<file path="src/rtl/qport_pkg.sv">
package qport_pkg;

    typedef enum logic [1:0] {
        BOP_LOAD = 2'd0,
        BOP_SET  = 2'd1,
        BOP_CLR  = 2'd2,
        BOP_TGL  = 2'd3
    } bitop_e;

    typedef enum logic [1:0] {
        PU_IDLE  = 2'd0,
        PU_HOLD1 = 2'd1,
        PU_HOLD2 = 2'd2
    } pu_state_e;

endpackage

</file>
<file path="src/rtl/qport_sync.sv">
module qport_sync #(
    parameter int W = 8
) (
    input  logic         clk,
    input  logic         rst_n,
    input  logic [W-1:0] d,
    output logic [W-1:0] q
);

    logic [W-1:0] meta_q;

    // Pins idle high, so both stages reset to one.
    always_ff @(posedge clk or negedge rst_n) begin
        if (!rst_n) begin
            meta_q <= '1;
            q      <= '1;
        end else begin
            meta_q <= d;
            q      <= meta_q;
        end
    end

endmodule

</file>
<file path="src/rtl/qport_latch.sv">
module qport_latch
    import qport_pkg::*;
#(
    parameter int W     = 8,
    parameter int SEL_W = $clog2(W)
) (
    input  logic             clk,
    input  logic             rst_n,
    input  logic             wr_en,
    input  logic [W-1:0]     wr_data,
    input  logic             bit_en,
    input  logic [SEL_W-1:0] bit_sel,
    input  logic [1:0]       bit_op,
    input  logic             bit_val,
    output logic [W-1:0]     latch_q,
    output logic [W-1:0]     drive_q
);

    bitop_e       op;
    logic         cur_bit;
    logic         new_bit;
    logic [W-1:0] latch_d;

    assign op      = bitop_e'(bit_op);
    assign cur_bit = latch_q[bit_sel];

    always_comb begin
        unique case (op)
            BOP_LOAD: new_bit = bit_val;
            BOP_SET:  new_bit = 1'b1;
            BOP_CLR:  new_bit = 1'b0;
            BOP_TGL:  new_bit = ~cur_bit;
        endcase
    end

    // The whole word is read back and rewritten; a byte write has priority.
    always_comb begin
        latch_d = latch_q;
        if (wr_en) begin
            latch_d = wr_data;
        end else if (bit_en) begin
            latch_d[bit_sel] = new_bit;
        end
    end

    always_ff @(posedge clk or negedge rst_n) begin
        if (!rst_n) begin
            latch_q <= '1;
        end else if (wr_en || bit_en) begin
            latch_q <= latch_d;
        end
    end

    // The pin drive follows the latch one edge later.
    always_ff @(posedge clk or negedge rst_n) begin
        if (!rst_n) begin
            drive_q <= '1;
        end else begin
            drive_q <= latch_q;
        end
    end

endmodule

</file>
<file path="src/rtl/qport_boost.sv">
module qport_boost
    import qport_pkg::*;
(
    input  logic clk,
    input  logic rst_n,
    input  logic latch_bit,
    input  logic drive_bit,
    output logic boost_on
);

    pu_state_e state_q;
    pu_state_e state_d;
    logic      trig;

    // The drive register takes the latch value at this edge: a rising drive.
    assign trig = latch_bit & ~drive_bit;

    always_ff @(posedge clk or negedge rst_n) begin
        if (!rst_n) begin
            state_q <= PU_IDLE;
        end else begin
            state_q <= state_d;
        end
    end

    always_comb begin
        state_d = state_q;
        unique case (state_q)
            PU_IDLE:  state_d = trig ? PU_HOLD1 : PU_IDLE;
            PU_HOLD1: state_d = trig ? PU_HOLD1 : PU_HOLD2;
            PU_HOLD2: state_d = trig ? PU_HOLD1 : PU_IDLE;
            default:  state_d = PU_IDLE;
        endcase
    end

    // Never boost against the pull-down.
    always_comb begin
        unique case (state_q)
            PU_HOLD1, PU_HOLD2: boost_on = drive_bit;
            default:            boost_on = 1'b0;
        endcase
    end

endmodule

</file>
<file path="src/rtl/qport_ctrl.sv">
module qport_ctrl
    import qport_pkg::*;
#(
    parameter int W     = 8,
    parameter int SEL_W = $clog2(W)
) (
    input  logic             clk,
    input  logic             rst_n,
    input  logic             wr_en,
    input  logic [W-1:0]     wr_data,
    input  logic             bit_en,
    input  logic [SEL_W-1:0] bit_sel,
    input  logic [1:0]       bit_op,
    input  logic             bit_val,
    input  logic             rd_sel,
    output logic [W-1:0]     rd_data,
    input  logic [W-1:0]     pin_in,
    output logic [W-1:0]     pd_en,
    output logic [W-1:0]     strong_pu_n,
    output logic [W-1:0]     vweak_pu_n,
    output logic [W-1:0]     weak_pu_n
);

    logic [W-1:0] latch_q;
    logic [W-1:0] drive_q;
    logic [W-1:0] pin_s;
    logic [W-1:0] boost;

    qport_sync #(.W(W)) u_sync (
        .clk   (clk),
        .rst_n (rst_n),
        .d     (pin_in),
        .q     (pin_s)
    );

    qport_latch #(.W(W), .SEL_W(SEL_W)) u_latch (
        .clk     (clk),
        .rst_n   (rst_n),
        .wr_en   (wr_en),
        .wr_data (wr_data),
        .bit_en  (bit_en),
        .bit_sel (bit_sel),
        .bit_op  (bit_op),
        .bit_val (bit_val),
        .latch_q (latch_q),
        .drive_q (drive_q)
    );

    for (genvar i = 0; i < W; i++) begin : g_boost
        qport_boost u_boost (
            .clk       (clk),
            .rst_n     (rst_n),
            .latch_bit (latch_q[i]),
            .drive_bit (drive_q[i]),
            .boost_on  (boost[i])
        );
    end

    assign rd_data     = rd_sel ? latch_q : pin_s;
    assign pd_en       = ~drive_q;
    assign vweak_pu_n  = ~drive_q;
    assign strong_pu_n = ~boost;
    assign weak_pu_n   = ~pin_s;

endmodule

</file>
<file path="config.mk">
export PLATFORM = sky130hd
export DESIGN_NAME = qport_ctrl
export DESIGN_NICKNAME = d
export VERILOG_FILES = /design/src/rtl/qport_pkg.sv /design/src/rtl/qport_sync.sv /design/src/rtl/qport_latch.sv /design/src/rtl/qport_boost.sv /design/src/rtl/qport_ctrl.sv
export SDC_FILE = /design/constraint.sdc
export NUM_CORES = 1
export LEC_CHECK = 0
export BUFFER_PORTS_ARGS = -buffer_cell sky130_fd_sc_hd__buf_2
export CORE_ASPECT_RATIO = 0.5
export CORE_MARGIN = 1
export CORE_UTILIZATION = 55
export CTS_BUF_LIST = sky130_fd_sc_hd__clkbuf_8
export DETAILED_ROUTE_END_ITERATION = 6
export GPL_TIMING_DRIVEN = 0
export PLACE_DENSITY = 0.83
export SKIP_CTS_REPAIR_TIMING = 1
export SYNTH_ARGS = -nofsm -noshare
export SYNTH_HDL_FRONTEND = slang
export SYNTH_SLANG_ARGS = --single-unit
</file>
<file path="constraint.sdc">
create_clock -name clk -period 4.09 [get_ports clk]
set_clock_uncertainty 0.2 [all_clocks]
set_input_delay 0 -clock clk [delete_from_list [all_inputs] [get_ports clk]]
set_output_delay 0 -clock clk [all_outputs]
set_load 0.005 [all_outputs]
</file>
=== Yosys cells after proc, flatten, opt, wreduce, memory -nomap -nowiden ===
Index checks and enable logic that the tools add are counted.

* Order comparisons: 2
* Equality and inequality tests: 19
* Muxes and demuxes: 41
* Bitwise operators: 20
* Reduce and logical (&&, ||, !) cells: 29

{| class="wikitable"
|+ Operators by type and width
! kind !! number
|-
| case mux 2 bit (2 select lines) || 8
|-
| OR reduction 2 bit || 16
|-
| 2-to-1 mux 8 bit || 3
|-
| NOT 8 bit || 3
|-
| == test 2 bit, second input constant || 10
|-
| == test 2 x 1 -> 1 bit, second input constant || 9
|-
| zero test 2 bit || 9
|-
| 2-to-1 mux 1 bit || 18
|-
| 2-to-1 mux 2 bit || 8
|-
| NOT 1 bit || 9
|-
| bitwise AND 1 bit || 8
|-
| bitwise mux 8 bit || 1
|-
| < comparator 3 x 4 -> 1 bit, second input constant || 1
|-
| case mux 1 bit (4 select lines) || 1
|-
| binary-select mux 1 bit (select 3 bit) || 1
|-
| demux 1 bit (select 3 bit) || 1
|-
| greater-or-equal comparator 3 x 1 -> 1 bit, second input constant || 1
|-
| AND reduction 2 bit || 1
|-
| nonzero test 2 bit || 1
|-
| logical AND 1 bit || 1
|-
| logical OR 1 bit || 1
|}

* Flip-flop bits (word level): 48
* Input bits: 27
* Output and inout port bits: 40
* Logic and storage cells: 123

=== Longest topological paths before layout ===
Gate-level depths: netlist of run 1.

* Depth after elaboration: 7
* Mapped depth: 4
* Gate-level depth less buffers: 4

=== Cells and area by module ===
From an unflattened synthesis of run 1, not the netlist that was laid out.

* Cells, all modules: 221
* Area, all modules: 2716.4 um^2

{| class="wikitable"
|+ Modules (own cells, without submodules)
! module !! instances !! cells each !! area an instance (um^2) !! seq. area each (um^2)
|-
| qport_boost || 8 || 13 || 158.9 || 50.0
|-
| qport_latch || 1 || 60 || 743.2 || 420.4
|-
| qport_sync || 1 || 16 || 420.4 || 420.4
|-
| qport_ctrl || 1 || 41 || 281.5 || 0.0
|}

=== Least setup slack after synthesis of run 1 ===
Ideal clock, no wire load.

* Path kind: register to register
* Start: register u_latch.latch_q[7]
* End: register u_latch.latch_q[2]
* Setup time: 0.083 ns
* Arrival: 1.412 ns
* Data required time: 3.807 ns
* Setup slack: 2.395 ns
* Stages on the path, launching flop included: 4
* Period minus slack after synthesis: 1.695 ns
* Cell sequence: dfstp_2 mux4_2 a221o_1 a41oi_1

* Word-level cells in the longest chain between the ends: 7

{| class="wikitable"
|+ RTL lines
! item !! RTL line !! RTL
|-
| start: declaration || qport_latch.sv:15 || <nowiki>output logic [W-1:0] latch_q,</nowiki>
|-
| start signal: assignment || qport_latch.sv:50 || <nowiki>latch_q <= latch_d;</nowiki>
|-
| binary-select mux 1 bit (select 3 bit) || qport_latch.sv:25 || <nowiki>assign cur_bit = latch_q[bit_sel];</nowiki>
|-
| 2-to-1 mux 1 bit (not written as such) || qport_latch.sv:25 ||
|-
| NOT 1 bit || qport_latch.sv:32 || <nowiki>BOP_TGL: new_bit = ~cur_bit;</nowiki>
|-
| case mux 1 bit (4 select lines) || qport_latch.sv:28 || <nowiki>unique case (op)</nowiki>
|-
| bitwise mux 8 bit || qport_latch.sv:42 || <nowiki>latch_d[bit_sel] = new_bit;</nowiki>
|-
| 2-to-1 mux 8 bit || qport_latch.sv:41 || <nowiki>end else if (bit_en) begin</nowiki>
|-
| 2-to-1 mux 8 bit || qport_latch.sv:39 || <nowiki>if (wr_en) begin</nowiki>
|}

Every way passes these cells. The select of a mux whose other input is x is not followed.
A chain may end at the register's enable or synchronous reset.

=== Worst setup path after layout of run 1 ===
* Start: register u_latch.latch_q[2]
* End: register u_latch.latch_q[2]

* Word-level cells in the longest chain between the ends: 7

{| class="wikitable"
|+ RTL lines
! item !! RTL line
|-
| binary-select mux 1 bit (select 3 bit) || qport_latch.sv:25
|-
| 2-to-1 mux 1 bit (not written as such) || qport_latch.sv:25
|-
| NOT 1 bit || qport_latch.sv:32
|-
| case mux 1 bit (4 select lines) || qport_latch.sv:28
|-
| bitwise mux 8 bit * || qport_latch.sv:42
|-
| 2-to-1 mux 8 bit * || qport_latch.sv:41
|-
| 2-to-1 mux 8 bit * || qport_latch.sv:39
|}

Mark *: on every way between the ends. The rest lies on a longest branch, timed or not. The select of a mux whose other input is x is not followed.

==> results of run 1 <==
## layout make-up
cell class | count | area (sq um)
Sequential cell | 48 | 1240
Multi-Input combinational cell | 121 | 970
Fill cell | 266 | 905
Timing Repair Buffer | 91 | 586
Inverter | 41 | 154
Buffer | 13 | 80.1
Clock buffer | 5 | 68.8
Tap cell | 54 | 67.6
Clock inverter | 3 | 12.5
## worst max-delay path, stage by stage, from the launching register on
cell and delay [ps]:
dfstp_2 410, mux4_2 460, a221o_1 430, a41oi_1 250, dlygate4sd3_1 580
## cell families after synthesis
logic type / after synthesis / share of synthesized area (%)
AND/OR/NAND/NOR: 54 / 11.6
multiplexers: 4 / 2.20
buffers and inverters: 54 / 9.57
flip-flops: 48 / 50.8
AO/OA/AOI/OAI: 31 / 9.52
adder cells (fa/ha/maj): 32 / 16.4
## through the flow
step | cell area, sq um | setup slack (ps) | total power [W] | util (%) | hold WS [ps]
after global routing | 3180 | 1630 | 0.00118 | 77.8 | 22.4
after floorplan | 2440 | 2400 | 0.000712 | - | -496
after CTS | 2920 | 2280 | 0.00108 | 71.5 | -412
after global placement | 2840 | 2310 | 0.000798 | 69.5 | -95.2
after detailed placement | 2840 | 2290 | 0.000820 | 69.5 | -93.8
final | 3180 | 1710 | 0.00111 | 77.8 | -33.4
## worst max-delay path by stage
stage                         end  slack, ps  cells past startpoint
3_5_place_dp   u_latch.latch_q[3]       2290                      3
5_1_grt        u_latch.latch_q[2]       1630                      4
2_1_floorplan  u_latch.latch_q[2]       2400                      3
6_report       u_latch.latch_q[2]       1710                      4
3_3_place_gp   u_latch.latch_q[7]       2310                      3
4_1_cts        u_latch.latch_q[7]       2280                      3
## sequential cells by signal (all words and copies together), names as in the netlist
signal	count
g_boost.u_boost.state_q	16
u_latch.drive_q	8
u_latch.latch_q	8
u_sync.meta_q	8
u_sync.q	8
## layer usage
layer	track usage [%]	share of wire, %	vias up
li1	-	-	920
met1	29.5	44	950
met2	36.9	49	84
met3	8.26	6.1	11
met4	4.41	0.99	0
met5	0	0	-
## report_power, final
part | switching [W] | internal, W | total [W]
Sequential | 0.0000431 | 0.000539 | 0.000582
Clock | 0.000151 | 0.000115 | 0.000266
Combinational | 0.000131 | 0.000130 | 0.000261
## Yosys cell counts (all sizes together), types with 2 or more instances
library cell   n  share of area (%)
a211oi         5                1.5
a221oi         4                1.4
a311oi         2               0.72
a41oi          4                1.4
and2           5                1.3
and4b          2               0.82
buf            9                2.7
clkbuf         4               0.61
dfrtp         16                 16
dfstp         32                 34
ha            32                 16
inv           41                6.3
mux2i          2               0.82
nand2         22                3.4
nand2b         3               0.77
nor2b          2               0.51
nor3          14                2.9
nor4b          3                1.1
o21ai          8                1.6
o31ai          3               0.92
==> metrics.md, run 1 <==
| Metric | Value |
|---|---|
| DR vias/cell | `roughly 5.2` |
| Count of different cell masters after synthesis | `31` |
| Final Cycle Share | `roughly three fifths` |
| R2R cell count | `4` |
| Gr ovfl total | `0` |
| Mapped Area | `approximately 0.0024 sq mm` |
| Syn_nets | `roughly 280` |
| Initial antenna violation count | `0` |
| Layout Cells excl Fill | `approximately 380` |
| Dominant synthesized flop cell | `dfstp_2` |
| DIE AREA | `between 0.004 and 0.005 sq mm` |
| Maxcap violations | `0` |
| Vias | `1965` |
| DRC Markers | `0` |
| Root Buffer | `clkbuf_8` |
| Final hold vios | `2` |
| Crit. Startpoint | `u_latch.latch_q[2]` |
| Post-synth ARST share | `100%` |
| Chip Width | `approximately 96 microns` |
| H-tree Lvls | `2` |
| ANT cells | `0` |
| Die Span Y | `~49 microns` |
| Final setup vio count | `0` |
| R2r setup slk | `between 1500 and 2000 ps` |
| IO Pins | `67` |
| Clk sinks | `48` |
| Hold_ws | `-33.4 ps` |
| Core box area | `between 0.004 and 0.005 sq mm` |
| Routed WL | `~5.5 mm` |
| Status | `finished with violations` |
| Commonest non-fill, non-tap cells in the layout | `66 x buf_2, 43 x inv_1, 32 x ha_1, 32 x dfstp_2, 26 x dlygate4sd3_1` |
| Failing checks | `negative hold slack` |
| Maximum root-to-sink buffer count | `2` |
| Worst ir drop on vdd | `0.280 mV` |
| Commonest non-fill, non-tap cell in the layout | `buf_2` |
| RSZ-0062 raised after global routing | `no` |
| CP required | `slightly above 4000 ps` |
| Hold Crit Endpoint | `u_latch.latch_q[6]` |
| Reg clk slew, reported paths | `around 80 ps` |
| Tot GR Track Use | `roughly 23%` |
| Crit. End Element | `flip-flop` |
| Worst r2r dst | `u_latch.latch_q[2]` |
| Peak Freq | `between 400 and 500 MHz` |
| Seq/Total Area, Yosys | `50.8%` |
| Setup TNS | `0 ps` |
| Max Slew Vio Count | `0` |
| Hpwl dp | `3.64 mm` |
| Layout cells sized above 1 | `between 30% and 40%` |
| Mapped Avg Cell Area | `11.0 sq um` |
| Number of core rows | `16` |
| Static leakage | `1.59 nW` |
| CP Class | `reg -> reg` |
| Worst EP arrival | `between 2000 and 2500 ps` |
| Cell area power density | `between 300 and 400 mW/mm^2` |
| Syn Inst Count | `about 220` |
| WL/cell | `~15 microns` |
| Seq cells post-synth | `48` |
| Largest net degree at the start of global routing | `49` |
| FF-to-FF Start | `u_latch.latch_q[2]` |
| Vias in the first global route | `between 1500 and 2000` |
| CTS tree | `yes` |
| Post-synth EDFFs | `0` |
| CTS Buf Count | `5` |
| Slew at the pin with the worst max-slew slack | `between 1000 and 1500 ps` |
| Crit-path max FO | `5` |
| GPL Wtd Cong | `about 0.84` |
| Hold Startpoint | `bit_sel[2]` |
| Clk_lat worst skew | `~300 ps` |
| IO buf count | `65` |
| Initial core utilization | `59.9%` |
| Yosys warns | `0` |
| Tmin final | `~2400 ps` |
| Relative slew slack | `between 30% and 40%` |
| Initial drt markers | `between 100 and 150` |
| First-pass GRT wire length | `about 8.0 mm` |
| Area growth syn-to-layout | `30.0%` |
| Fin nets | `380` |
| DP Cell Count | `between 300 and 400` |
| Hold depth | `2` |
| Type of origin of the critical path | `flip-flop` |
| Post-route ant nets | `0` |
| 1st-pass router iterations | `4` |
| Min-Delay Path Class | `in -> reg` |
Power figures use the tool's default switching activity.
==> inputs of run 2 (changes only) <==
--- a/config.mk
+++ b/config.mk
@@ -5,14 +5,15 @@
 export SDC_FILE = /design/constraint.sdc
 export NUM_CORES = 1
 export LEC_CHECK = 0
+export ABC_AREA = 1
 export BUFFER_PORTS_ARGS = -buffer_cell sky130_fd_sc_hd__buf_2
 export CORE_ASPECT_RATIO = 0.5
 export CORE_MARGIN = 1
-export CORE_UTILIZATION = 55
+export CORE_UTILIZATION = 54
 export CTS_BUF_LIST = sky130_fd_sc_hd__clkbuf_8
 export DETAILED_ROUTE_END_ITERATION = 6
 export GPL_TIMING_DRIVEN = 0
-export PLACE_DENSITY = 0.83
+export PLACE_DENSITY = 0.82
 export SKIP_CTS_REPAIR_TIMING = 1
 export SYNTH_ARGS = -nofsm -noshare
 export SYNTH_HDL_FRONTEND = slang
==> constraint.sdc (replaced) <==
create_clock -name clk -period 2.4 [get_ports clk]
set_clock_uncertainty 0.2 [all_clocks]
set_input_delay 0 -clock clk [delete_from_list [all_inputs] [get_ports clk]]
set_output_delay 0 -clock clk [all_outputs]
set_load 0.005 [all_outputs]
==> run 2 against run 1 <==
The flow still finishes with violations (negative hold slack); wire length decreased by 1.6%; critical endpoint is now u_latch.latch_q[5]; first-iteration DRC count fell by 2.5%; clock-buffer cell count stayed put; flip-flop and latch count stayed put; clock power is 88% higher; die area increased by 4.8%; maximum frequency grew 9.3%; highest routed layer unchanged.
==> metrics.md, run 2 <==
| Metric | Value |
|---|---|
| CP required | `2450 ps` |
| Hpwl dp | `around 3.7 mm` |
| Min-Delay Path Class | `in -> reg` |
| First-pass GRT wire length | `roughly 7.9 mm` |
| Seq cells post-synth | `between 40 and 50` |
| Crit-path max FO | `8` |
| Relative slew slack | `between 30% and 40%` |
| Status | `finished with violations` |
| Initial antenna violation count | `0` |
| Initial drt markers | `between 100 and 150` |
| Seq/Total Area, Yosys | `between 40 and 50%` |
| DIE AREA | `a little under 0.005 sq mm` |
| Vias | `~2100` |
| Fin nets | `427` |
| XOR/XNOR Fraction of Synth Area | `0%` |
| Failing checks | `negative hold slack` |
| Syn_nets | `approximately 330` |
| Commonest non-fill, non-tap cells in the layout | `66 x buf_2, 63 x inv_1, 45 x nand2_1, 32 x ha_1, 32 x dfstp_2` |
| Fill count | `approximately 330` |
| Buf/Inv on CP | `3` |
| Area leader, netlist | `dfstp_2` |
| DRC Markers | `0` |
| Vias in the first global route | `about 1800` |
| FF+latch area | `approximately 0.0012 sq mm` |
| Mapped Avg Cell Area | `9.37 sq um` |
| Type of origin of the critical path | `flip-flop` |
| Layout Cells excl Fill | `around 430` |
| CP Class | `reg -> reg` |
| DP Cell Count | `about 390` |
| Number of core rows | `17` |
| IO buf count | `between 60 and 70` |
| Post-synth EDFFs | `0` |
| Worst ir drop on vdd | `0.451 mV` |
| Slowest cell on the critical path | `dfstp_2` |
| Most numerous cell in the Yosys netlist | `inv_1` |
| IO Pins | `67` |
| Count of different cell masters after synthesis | `22` |
| Layout cells sized above 1 | `32.0%` |
| Final hold vios | `7` |
| Max Slew Vio Count | `0` |
| Setup TNS | `0 ps` |
| Final Cycle Share | `roughly nine tenths` |
| CTS tree | `yes` |
| Post-synth ARST share | `100%` |
| Routed WL | `5.46 mm` |
| Multiplexer area fraction after synthesis | `0%` |
| Initial core utilization | `approximately 57%` |
| Post-route ant nets | `0` |
| Maxcap violations | `0` |
| Area after DPL | `roughly 0.0029 sq mm` |
| Chip Width | `slightly below 100 microns` |
| Core box area | `0.00445 sq mm` |
| Synth Area in Adders | `~16%` |
| 1st-pass router iterations | `6` |
| Post-Synth Simple-Gate Area | `~15%` |
| Synth top cells by count | `63 x inv_1, 45 x nand2_1, 32 x dfstp_2, 32 x ha_1, 17 x nand3_1` |
| WL/cell | `12.8 microns` |
| Maximum root-to-sink buffer count | `2` |
| Dominant synthesized flop cell | `dfstp_2` |
| Synth top area cells | `dfstp_2 33%, dfrtp_1 16%, ha_1 16%` |
| Root Buffer | `clkbuf_8` |
| Max FFs per register | `16` |
| Largest Register | `g_boost.u_boost.state_q` |
| Clk_lat worst skew | `~300 ps` |
| Synth top area share | `roughly a third` |
| Fin area | `0.00328 sq mm` |
| CTS Buf Count | `5` |
| Mapped Area | `approximately 0.0025 sq mm` |
| Peak Freq | `roughly 460 MHz` |
| ANT cells | `0` |
| Crit-path cells | `inv_1 > a21oi_1 > a21oi_1 > nand2_2 > nand3_1 > nand2_1 > dlygate4sd3_1 > inv_1` |
| Largest net degree at the start of global routing | `slightly below 50` |
| Tot GR Track Use | `a little over a fifth` |
| Die Span Y | `slightly above 50 microns` |
| Largest family of logic cells by synthesized area | `adder cells` |
| Yosys warns | `0` |
| Commonest non-fill, non-tap cell in the layout | `buf_2` |
| Final setup vio count | `0` |
| Crit. End Element | `flip-flop` |
| Slew at the pin with the worst max-slew slack | `1040 ps` |
| Post-synthesis compound-gate area fraction | `between 7 and 8%` |
| Static leakage | `between 1.5 and 2 nW` |
| Cell area power density | `between 500 and 600 mW/mm^2` |
| Tmin final | `2180 ps` |
| RSZ-0062 raised after global routing | `no` |
| Top delay family on crit path | `buffers and inverters` |
| Critical Path Max Stage Delay | `590 ps` |
| R2r setup slk | `between 200 and 250 ps` |
| GPL Wtd Cong | `around 0.82` |
| Worst EP arrival | `between 2000 and 2500 ps` |
| Hold_ws | `-49.1 ps` |
| H-tree Lvls | `2` |
| DR vias/cell | `roughly 4.9` |
| Area growth syn-to-layout | `30.1%` |
| Gr ovfl total | `0` |
| Syn Inst Count | `around 270` |
| Clk sinks | `48` |
| Reg clk slew, reported paths | `about 100 ps` |
| Multi-input gate area | `966 sq um` |
-- run 2: cell types whose count changed after synthesis, sizes merged, moves of 4 or more --
cell	change
nand2	+24
inv	+23
nand3	+17
nor2	+9
nor3	-9
o211ai	+8
a211oi	-5
and2	-5
nor4	+5
a21boi	+4
a221oi	-4
a41oi	-4
-- run 2: logic make-up (layout without fill, tap and decap cells) --
family / after synthesis / after routing
buf+inv: 75 / 175
compound gates: 28 / 28
simple gates: 86 / 86
fa+ha+maj: 32 / 32
flops: 48 / 48
-- run 2: power by group --
| group | switching [W] | leakage [nW] | internal, W |
|---|---|---|---|
| sequential | 0.0000709 | 0.549 | 0.000922 |
| combinational | 0.000227 | 1.16 | 0.000212 |
| clock | 0.000293 | 0.0404 | 0.000207 |
-- run 2: final timing paths --
check,from,end,depth (start not counted)
worst max register to register,u_latch.latch_q[6],u_latch.latch_q[5],8
worst min-delay path,bit_op[1],u_latch.latch_q[4],5
worst min register to register,u_sync.meta_q[4],u_sync.q[4],0
min in group asynchronous,rst_n,g_boost[4].u_boost.state_q[0],2
worst max-delay path,u_latch.latch_q[6],u_latch.latch_q[5],8
max in group asynchronous,rst_n,g_boost[5].u_boost.state_q[1],2
-- run 2: worst register-to-register path, cell delays in order, from the launching register on --
cell	delay, ps
dfstp_2	590
inv_1	90
a21oi_1	190
a21oi_1	110
nand2_2	180
nand3_1	110
nand2_1	80
dlygate4sd3_1	540
inv_1	40
-- run 2: stage by stage --
stage,power [W],util (%),worst slack [ps]
after floorplan,0.00122,-,1060
after detailed placement,0.00140,65.6,864
final,0.00193,73.8,219
after CTS,0.00190,67.7,782
after global routing,0.00204,73.8,165
after global placement,0.00137,65.6,880
-- run 2: final cells by class --
cell class,instances,area share [%]
clock buffers,5,2.10
multi-input cells,146,29.5
flip-flops and latches,48,37.8
well taps,57,2.17
repair buffers,92,18.2
clock inverters,3,0.725
plain buffers,11,2.21
inverters,64,7.33
-- run 2: routing by layer --
layer,routed length (microns),share of wire [%],GRT usage [%]
met1,2500,46,27.6
met2,2640,48,35.6
met3,266,4.9,5.43
met4,56,1.0,4.98
met5,0,0,0
==> inputs of run 3 (changes only) <==
--- a/config.mk
+++ b/config.mk
@@ -7,13 +7,15 @@
 export LEC_CHECK = 0
 export ABC_AREA = 1
 export BUFFER_PORTS_ARGS = -buffer_cell sky130_fd_sc_hd__buf_2
+export CELL_PAD_IN_SITES_DETAIL_PLACEMENT = 1
+export CELL_PAD_IN_SITES_GLOBAL_PLACEMENT = 2
 export CORE_ASPECT_RATIO = 0.5
 export CORE_MARGIN = 1
-export CORE_UTILIZATION = 54
+export CORE_UTILIZATION = 32
 export CTS_BUF_LIST = sky130_fd_sc_hd__clkbuf_8
 export DETAILED_ROUTE_END_ITERATION = 6
 export GPL_TIMING_DRIVEN = 0
-export PLACE_DENSITY = 0.82
+export PLACE_DENSITY_LB_ADDON = 0.1
 export SKIP_CTS_REPAIR_TIMING = 1
 export SYNTH_ARGS = -nofsm -noshare
 export SYNTH_HDL_FRONTEND = slang
==> run 3 against run 2 <==
The run still ends with negative hold slack left; utilization shrank 29 points; sequential share of layout area down 1.1 points; combinational power is 3% higher; clock power about the same; wire length up 11%; register-to-register slack gained 90 ps.
==> metrics.md, run 3 (same netlist as run 2, synthesis figures left out) <==
| Metric | Value |
|---|---|
| Status | `finished with violations` |
| Failing checks | `negative hold slack` |
| Crit. Startpoint | `u_latch.latch_q[0]` |
| ANT cells | `0` |
| Hold_ws | `-31.8 ps` |
| Maxcap violations | `0` |
| H-tree Lvls | `2` |
| Final setup vio count | `0` |
| Vias in the first global route | `about 2100` |
| Routed WL | `just over 6 mm` |
| Clk sinks | `48` |
| Layout cells sized above 1 | `between 30% and 40%` |
| Hpwl dp | `4.54 mm` |
| IO Pins | `between 60 and 70` |
| Initial drt markers | `46` |
| R2r setup slk | `just over 300 ps` |
| First-pass GRT wire length | `roughly 9.8 mm` |
| CTS tree | `yes` |
| Largest Register | `g_boost.u_boost.state_q` |
| WL/cell | `12.7 microns` |
| Post-route setup slack | `304 ps` |
| Final core utilization | `between 40% and 50%` |
| Vias | `just over 2000` |
| Area growth syn-to-layout | `33.9%` |
| 1st-pass router iterations | `4` |
| DRC Markers | `0` |
| CP Class | `reg -> reg` |
| Maximum root-to-sink buffer count | `2` |
| Number of core rows | `22` |
| Area after DPL | `slightly below 0.003 sq mm` |
| Final hold vios | `1` |
| Clk_lat worst skew | `around 300 ps` |
| Worst ir drop on vdd | `0.266 mV` |
| Post-layout power | `between 0.0015 and 0.002 W` |
| Chip Width | `approximately 130 microns` |
| Post-route ant nets | `0` |
| Fin nets | `430` |
| Reg clk slew, reported paths | `roughly 90 ps` |
| Max FFs per register | `16` |
| Commonest non-fill, non-tap cell in the layout | `buf_2` |
| GPL Wtd Cong | `around 0.77` |
| Fin area | `0.00337 sq mm` |
| DP Worst Slack | `between 800 and 900 ps` |
| Fill count | `~900` |
| Core box area | `roughly 0.0075 sq mm` |
| Min-Delay Path Class | `in -> reg` |
| Worst EP arrival | `2140 ps` |
| DR vias/cell | `about 4.3` |
| Initial antenna violation count | `0` |
| Relative slew slack | `between 20% and 30%` |
| RSZ-0062 raised after global routing | `no` |
| CTS Buf Count | `5` |
| FF-to-FF Start | `u_latch.latch_q[0]` |
| Commonest non-fill, non-tap cells in the layout | `66 x buf_2, 64 x inv_1, 45 x nand2_1, 32 x ha_1, 32 x dfstp_2` |
| Critical path endpoint | `u_latch.latch_q[1]` |
| IO buf count | `between 60 and 70` |
| Root Buffer | `clkbuf_8` |
| Multi-input gate area | `roughly 970 sq um` |
| FF+latch area | `0.00124 sq mm` |
| Initial core utilization | `between 30 and 40%` |
| Gr ovfl total | `0` |
| Crit-path max FO | `8` |
| R2R cell count | `10` |
| Setup TNS | `0 ps` |
| Static leakage | `1.77 nW` |
| CP required | `approximately 2400 ps` |
| Largest net degree at the start of global routing | `49` |
| DIE AREA | `~0.0083 sq mm` |
| Crit. End Element | `flip-flop` |
| Die Span Y | `between 60 and 70 microns` |
| Cell area power density | `slightly below 600 mW/mm^2` |
| Max Slew Vio Count | `0` |
| Type of origin of the critical path | `flip-flop` |
| Tmin final | `2100 ps` |
| Tot GR Track Use | `15.5%` |
| Worst r2r dst | `u_latch.latch_q[1]` |
| Peak Freq | `roughly 480 MHz` |
| Final Cycle Share | `between 80% and 90%` |
| Slew at the pin with the worst max-slew slack | `around 1100 ps` |
==> run 3: area by class of cell <==
cell class | instances | share of cell area [%]
well taps | 108 | 4.00
plain buffers | 11 | 2.15
multi-input cells | 146 | 28.6
clock buffers | 6 | 2.45
repair buffers | 95 | 18.5
inverters | 64 | 7.12
clock inverters | 2 | 0.334
flip-flops and latches | 48 | 36.8
==> run 3: per-layer routing <==
| metal | GRT usage [%] | wire (microns) |
|---|---|---|
| met3 | 3.80 | 208 |
| met5 | 0 | 0 |
| met1 | 19.1 | 2840 |
| met2 | 27.5 | 2990 |
| met4 | 4.02 | 44 |
==> run 3: how the worst min path moves through the flow <==
stage | from | to | slack, ps | cells after the start
after global routing | bit_val | u_latch.latch_q[5] | -5 | 5
final | bit_op[1] | u_latch.latch_q[5] | -30 | 5
after global placement | pin_in[5] | u_sync.meta_q[5] | -90 | 1
after detailed placement | pin_in[6] | u_sync.meta_q[6] | -90 | 1
after CTS | pin_in[5] | u_sync.meta_q[5] | -430 | 1
after floorplan | rst_n | g_boost[0].u_boost.state_q[0] | -500 | 0
==> run 3: metrics by stage <==
stage | hold WS (ps) | cells
floorplan | -496 | 269
global placement | -94.5 | 442
detailed placement | -93.5 | 442
CTS | -431 | 450
global route | -4.76 | 480
finish | -31.8 | 480
==> run 3: worst max-delay path, stage by stage, from the launching register on <==
cell and delay, ps:
dfstp_2 560, inv_1 90, nand2_1 70, nand3_1 60, nand2_1 90, nor2_2 40
nand2_2 150, nand3_1 90, nand2_1 80, dlygate4sd3_1 550, inv_1 40
==> run 3: power breakdown <==
group / internal (W) / leakage (nW) / switching (W)
Combinational: 0.000220 / 1.17 / 0.000234
Sequential: 0.000922 / 0.549 / 0.0000679
Clock: 0.000230 / 0.0486 / 0.000270
